==> src/rtl/adc_chk_pkg.sv <==
package adc_chk_pkg;
  typedef enum logic [1:0] {
    OFS_EMPTY  = 2'd0,
    OFS_MATCH  = 2'd1,
    OFS_BROKEN = 2'd2
  } ofs_state_e;
endpackage

==> src/rtl/offset_tracker.sv <==
module offset_tracker
  import adc_chk_pkg::*;
#(
  parameter int CODE_W = 4
) (
  input  logic                     clk,
  input  logic                     rst,
  input  logic                     clr,
  input  logic                     upd,
  input  logic [CODE_W-1:0]        exp_code,
  input  logic [CODE_W-1:0]        act_code,
  output ofs_state_e               state,
  output logic signed [CODE_W:0]   diff
);
  localparam logic [CODE_W-1:0] CODE_MAX = '1;

  logic signed [CODE_W:0] diff_now;
  logic                   clipped;

  always_comb begin
    diff_now = $signed({1'b0, act_code}) - $signed({1'b0, exp_code});
    clipped  = (act_code == '0) || (act_code == CODE_MAX);
  end

  always_ff @(posedge clk) begin
    if (rst || clr) begin
      state <= OFS_EMPTY;
      diff  <= '0;
    end else if (upd && !clipped) begin
      case (state)
        OFS_EMPTY: begin
          state <= OFS_MATCH;
          diff  <= diff_now;
        end
        OFS_MATCH: if (diff_now != diff) state <= OFS_BROKEN;
        default:   state <= OFS_BROKEN;
      endcase
    end
  end

  AST_BROKEN_STICKS: assert property (@(posedge clk) disable iff (rst)
    (state == OFS_BROKEN && !clr) |=> (state == OFS_BROKEN)) else $error("broken state left");
endmodule

==> config.mk <==
export PLATFORM = sky130hd
export DESIGN_NAME = offset_tracker
export DESIGN_NICKNAME = d
export VERILOG_FILES = /design/src/rtl/adc_chk_pkg.sv /design/src/rtl/offset_tracker.sv
export SDC_FILE = /design/constraint.sdc
export NUM_CORES = 1
export LEC_CHECK = 0
export BUFFER_PORTS_ARGS = -buffer_cell sky130_fd_sc_hd__buf_2
export CAP_MARGIN = 20
export CORE_AREA = 8 8 45 47
export CTS_CLUSTER_DIAMETER = 40
export DETAILED_ROUTE_END_ITERATION = 12
export DIE_AREA = 0 0 53 55
export MAX_ROUTING_LAYER = met4
export PLACE_DENSITY = 0.69
export SYNTH_ARGS = -nofsm -noshare
export SYNTH_HDL_FRONTEND = slang
export SYNTH_SLANG_ARGS = --single-unit
==> constraint.sdc <==
create_clock -name clk -period 3.7 [get_ports clk]
set_input_delay 0.37 -clock clk [delete_from_list [all_inputs] [get_ports clk]]
set_output_delay 0.37 -clock clk [all_outputs]
set_load 0.01 [all_outputs]
==> results.ini, run 1 <==
[placed_design]
io_buffers=18
dp_hpwl_um=909.2
dp_slack_ns=1.077
routabilityCongestion=0.7121

[setup_path]
startpoint_type=input port
crit_path_end_kind=flip-flop
required_ns=3.85
critPathKind=input port to flip-flop
worstPathArrival_ns=2.50
cp_max_fo=3
rrSetupSlack_ns=1.87

[power_and_ir_drop]
clockPowerShare=0.338
p_comb_frac=0.280
intPower_uw=148.8
cellPowerDensity_mw_per_mm2=339.0
switchingPower_uw=64.95
ir_drop_mv=0.2626
p_leak_nw=0.3357
p_total_uw=213.8
switching_share=0.3038
p_seq_frac=0.382

[sta]
slew_violations=0
maxSlewHeadroom=0.8087
post-route-period-util=0.6338
fin_tns_setup_ns=0
period_minus_slack_ns=2.345
max_freq_mhz=426.5
tightestPinTransition_ns=0.2855
hold_violations=0
layout_setup_ws_ns=1.355
clock_skew_ns=0.002072
setup_viol=0
rsz0062_at_grt=no

[cells_and_area]
final_common_cell=buf_2
mostFrequentLayoutCells=buf_2 (18), nor2_1 (8), dfxtp_1 (7)
fin_nets=93
antennaDiodeCount=0
area_growth_pct=26.95
drive_gt1_frac=0.3333
fin_util=0.4557

[global_routing]
grt.total_usage=0.08475
grt_pass1_wl_mm=1.787
grt_overflow_total=0
grt_pass1_vias=438
antenna_found_initial=0
grt_max_degree=8

[synthesis]
ys_types=23
syn_area_per_cell_um2=9.199
synth_top_area_cell=dfxtp_1
ys_warn_count=0
synth.top_cells.by_area=dfxtp_1 (28%), ha_1 (10%), mux2i_1 (8.1%), nor2_1 (6.0%), xor2_1 (5.3%)
ys_seq_area_frac=0.2821
synthCells=54
synth_top_area_share=0.2821
synth.net_count=71
syn_area_um2=496.7
synth-seq-cells=7

[route]
vias=448
wire_per_inst_um=11.89
route.detailed.drc=0
drtIter0Drc=7
ant_nets=0
firstDrtPassIters=3
viasPerCell=4.923
drt_wl_total_mm=1.082

[die]
core_mm2=0.001384
die_w_um=53
ios=19
die_y_um=55
initial_core_util=0.3590
fp-row-count=14
dieArea_mm2=0.002915

[clock_tree]
post_cts_resized=0
cts-htree-levels=1
cts.sinks=7
cts_tree=done
numCtsBuffers=3
clk_latency_ns=0.26
cts_buffer_depth=2
post_cts_buffers=0
cts_hold_buf=0
root_buffer=clkbuf_4
clk_pin_slew_worst_paths_ns=0.06

[flow_run]
drv_cap=0

[hold_path]
hold_class=input port to flip-flop

[run_status]
status=finished clean

==> state kept, by name (all words and copies together), names as in the netlist <==
signal  cells
state       2
diff        5
==> worst paths after layout <==
check,from,end,cells after the start
max reg2reg,state[0]$_SDFFE_PP0P_,state[1]$_SDFFE_PP0P_,4
min reg2reg,state[1]$_SDFFE_PP0P_,state[1]$_SDFFE_PP0P_,1
max,act_code[0],state[1]$_SDFFE_PP0P_,9
min,rst,state[1]$_SDFFE_PP0P_,3
==> power groups by stage <==
stage | sequential [mW] | combinational (mW) | clock, mW
final | 0.0816 | 0.0598 | 0.0723
after global routing | 0.0820 | 0.0671 | 0.0806
after CTS | 0.0815 | 0.0609 | 0.0734
after detailed placement | 0.0832 | 0.0603 | 0
after global placement | 0.0832 | 0.0606 | 0
after floorplan | 0.0846 | 0.0414 | 0
==> Yosys cell counts <==
master,n
xor2_2,1
clkbuf_1,1
inv_1,5
or4_1,3
xnor3_1,1
clkinv_1,1
xor2_1,3
nand4_2,1
a21o_1,2
a31oi_1,2
xnor2_1,2
nand4_1,1
nor3_1,1
mux2i_1,4
nor2_1,8
dfxtp_1,7
nand3_1,1
ha_1,4
a22o_1,1
fa_1,1
nand2_1,1
a21oi_1,2
or2_2,1
==> logic make-up (layout without fill, tap and decap cells) <==
group,Yosys count,after routing,share of synthesized area
mux,4,4,0.08061
fa+ha+maj,5,5,0.1411
buf+inv,7,28,0.05289
flops,7,7,0.2821
xor+xnor,7,7,0.1663
compound gates,7,7,0.09319
simple gates,17,17,0.1839
==> worst max-delay path, stage by stage <==
cell    delay (ns)
buf_2         0.09
inv_1         0.04
ha_1          0.16
inv_1         0.08
fa_1          0.47
xor2_2        0.16
or4_1         0.39
or4_1         0.54
a22o_1        0.19
==> layer usage <==
layer	global-route usage	wire length, µm	vias up
li1	-	-	229
met3	0.05882	129	0
met2	0.1328	469	16
met4	0.01293	0	0
met5	-	0	-
met1	0.08742	483	203
==> through the flow <==
step / std cells / hold WS, ns / area (µm²)
after floorplan: 54 / 0.5291 / 496.7
after global placement: 87 / 0.5101 / 603.1
after detailed placement: 87 / 0.5099 / 603.1
after CTS: 91 / 0.4683 / 630.6
after global routing: 91 / 0.4789 / 630.6
final: 91 / 0.4635 / 630.6
==> cell type report <==
type                            count  area [µm²]
Inverter                            6       22.52
Tap cell                           16       20.02
Multi-Input combinational cell     40       330.3
Clock buffer                        3       22.52
Fill cell                         142       753.2
Sequential cell                     7       140.1
Timing Repair Buffer               18       90.09
Clock inverter                      1       5.005
Power figures use the tool's default switching activity.
==> run 2: changes to the inputs <==
--- a/config.mk
+++ b/config.mk
@@ -12,7 +12,7 @@
 export DETAILED_ROUTE_END_ITERATION = 12
 export DIE_AREA = 0 0 53 55
 export MAX_ROUTING_LAYER = met4
-export PLACE_DENSITY = 0.69
+export PLACE_DENSITY = 0.71
 export SYNTH_ARGS = -nofsm -noshare
 export SYNTH_HDL_FRONTEND = slang
 export SYNTH_SLANG_ARGS = --single-unit
==> constraint.sdc (replaced) <==
create_clock -name clk -period 2 [get_ports clk]
set_input_delay 0.2 -clock clk [delete_from_list [all_inputs] [get_ports clk]]
set_output_delay 0.2 -clock clk [all_outputs]
set_load 0.01 [all_outputs]
==> run 2 against run 1 <==
Effect of this change: the flow now finishes with violations (setup timing); hold slack worse by 0.17 ns; die area unchanged; power up 100%; global-route usage up 1.2 points; clock power up 78%; utilization up 8.5 points; non-clock buffer count up 8.
==> results.ini, run 2 (same netlist as run 1, synthesis figures left out) <==
[setup_path]
crit_chain=buf_12 -> inv_12 -> ha_4 -> inv_4 -> fa_2 -> xor2_2 -> or4_1 -> or4_4 -> a22o_1  ; was buf_2 -> inv_1 -> ha_1 -> inv_1 -> fa_1 -> xor2_2 -> or4_1 -> or4_1 -> a22o_1
cp-startpoint=act_code[0]  ; unchanged
crit_family=simple AND/OR/NAND/NOR gates  ; unchanged
rr_startpoint=state[0]$_SDFFE_PP0P_  ; unchanged
crit_path_end_kind=flip-flop  ; unchanged
worstPathArrival_ns=2.15  ; was 2.50 ns
cp_max_fo=2  ; was 3
crit_buf_inv=3  ; unchanged
rrSetupSlack_ns=0.31  ; was 1.87 ns
required_ns=2.15  ; was 3.85 ns
worst_path_largest_cell_delay_ns=0.56  ; was 0.54 ns
startpoint_type=input port  ; unchanged
critPathKind=input port to flip-flop  ; unchanged
critical-path-slowest-cell=fa_2  ; was or4_1

[power_and_ir_drop]
ir_drop_mv=0.3057  ; was 0.2626 mV
clockPowerShare=0.303  ; was 0.338
cellPowerDensity_mw_per_mm2=570.4  ; was 339.0 mW/mm²
switchingPower_uw=123.6  ; was 64.95 µW
p_leak_nw=0.3827  ; was 0.3357 nW
p_comb_frac=0.343  ; was 0.280
p_seq_frac=0.354  ; was 0.382
switching_share=0.2896  ; was 0.3038
intPower_uw=303.2  ; was 148.8 µW

[sta]
rsz0062_at_grt=yes  ; was no
tightestPinTransition_ns=0.2730  ; was 0.2855 ns
maxSlewHeadroom=0.8176  ; was 0.8087
layout_setup_ws_ns=-0.004938  ; was 1.355 ns
post-route-period-util=1.002
max_freq_mhz=498.8
clock_skew_ns=0.0001825  ; was 0.002072 ns
hold_violations=0  ; unchanged
slew_violations=0  ; unchanged
period_minus_slack_ns=2.005
setup_viol=1  ; was 0

[die]
core_mm2=0.001384  ; unchanged
die_w_um=53  ; unchanged
initial_core_util=0.3590  ; unchanged
die_y_um=55  ; unchanged
dieArea_mm2=0.002915  ; unchanged
fp-row-count=14  ; unchanged
ios=19  ; unchanged

[placed_design]
detailed_place.area_um2=688.2  ; was 603.1 µm²
routabilityCongestion=0.8061  ; was 0.7121
io_buffers=18  ; unchanged
place_inst=95  ; was 87
dp_hpwl_um=992.4  ; was 909.2 µm

[clock_tree]
numCtsBuffers=3  ; unchanged
cts_tree=done  ; unchanged
cts.sinks=7  ; unchanged
cts_buffer_depth=2  ; unchanged
clk_pin_slew_worst_paths_ns=0.05  ; was 0.06 ns
root_buffer=clkbuf_4  ; unchanged
cts-htree-levels=1  ; unchanged
clk_latency_ns=0.25  ; was 0.26 ns

[run_status]
violations=setup timing
status=finished with violations  ; was finished clean

[hold_path]
min_from=rst  ; unchanged
hold_class=input port to flip-flop  ; unchanged

[cells_and_area]
final_cell_area_um2=748.2  ; was 630.6 µm²
largest_register=diff  ; unchanged
mostFrequentLayoutCells=buf_2 (16), nor2_1 (8), buf_4 (8)  ; was buf_2 (18), nor2_1 (8), dfxtp_1 (7)
fin_cells=99  ; was 91
area_growth_pct=50.63  ; was 26.95%
fin_util=0.5407  ; was 0.4557
antennaDiodeCount=0  ; unchanged
fin_nets=101  ; was 93
drive_gt1_frac=0.4578  ; was 0.3333
largestRegisters=diff: 5 flops, state: 2 flops  ; unchanged
largest_reg_flops=5  ; unchanged
final_common_cell=buf_2  ; unchanged

[global_routing]
grt_max_degree=8  ; unchanged
grt_pass1_wl_mm=2.028  ; was 1.787 mm
antenna_found_initial=0  ; unchanged
grt_pass1_vias=505  ; was 438
grt_overflow_total=0  ; unchanged
grt.total_usage=0.09650  ; was 0.08475

[route]
drtIter0Drc=12  ; was 7
route.detailed.drc=0  ; unchanged
wire_per_inst_um=12.11  ; was 11.89 µm
viasPerCell=4.848  ; was 4.923
ant_nets=0  ; unchanged
vias=480  ; was 448
drt_wl_total_mm=1.199  ; was 1.082 mm
firstDrtPassIters=3  ; unchanged

[flow_run]
drv_cap=0  ; unchanged

## run 2: final timing paths
kind              cells past startpoint                    end
setup / recovery                      9  state[1]$_SDFFE_PP0P_
hold / removal                        3  state[1]$_SDFFE_PP0P_
hold reg to reg                       2  state[0]$_SDFFE_PP0P_
setup reg to reg                      4  state[1]$_SDFFE_PP0P_
## run 2: final cells by class
| type | instances | area [µm²] |
|---|---|---|
| Fill cell | 129 | 635.6 |
| Multi-Input combinational cell | 40 | 352.8 |
| Timing Repair Buffer | 26 | 171.4 |
| Sequential cell | 7 | 140.1 |
| Inverter | 6 | 37.54 |
| Clock buffer | 4 | 26.28 |
| Tap cell | 16 | 20.02 |
## run 2: worst min-delay path: cells and delay by family
family	cells	cell delay (ns)
buf+inv	1	0.10
compound gates	1	0.13
simple gates	1	0.08
## run 2: routing by layer
layer,up-vias,global-route usage,share of wire
li1,245,-,-
met1,219,0.1009,0.39
met2,14,0.1563,0.50
met3,2,0.03476,0.093
met4,0,0.05172,0.020
met5,-,-,0
## run 2: metrics by stage
step	setup slack (ns)	power, mW	TNS (ns)	hold WS, ns
floorplan	-0.1006	0.2371	-0.1341	0.4271
finish	-0.004938	0.4268	-0.004938	0.2936
detailed placement	-0.3645	0.2907	-0.6836	0.5150
CTS	-0.01387	0.4314	-0.01387	0.2862
global route	-0.05257	0.4630	-0.05257	0.3295
global placement	-0.3366	0.2890	-0.6206	0.5069
## run 2: timing repair
item                       4_1_cts  5_1_grt
pin swaps                        2        3
gates resized for setup          7        2
setup buffers                    0        0
hold buffers                     0        0
setup endpoints to repair        2        2
cloned                           0        0
## run 2: power groups by stage
stage	Clock, mW	Combinational, mW	Sequential (mW)
detailed placement	0	0.137	0.154
CTS	0.135	0.145	0.151
floorplan	0	0.0805	0.157
global route	0.149	0.163	0.152
finish	0.129	0.146	0.151
global placement	0	0.135	0.154
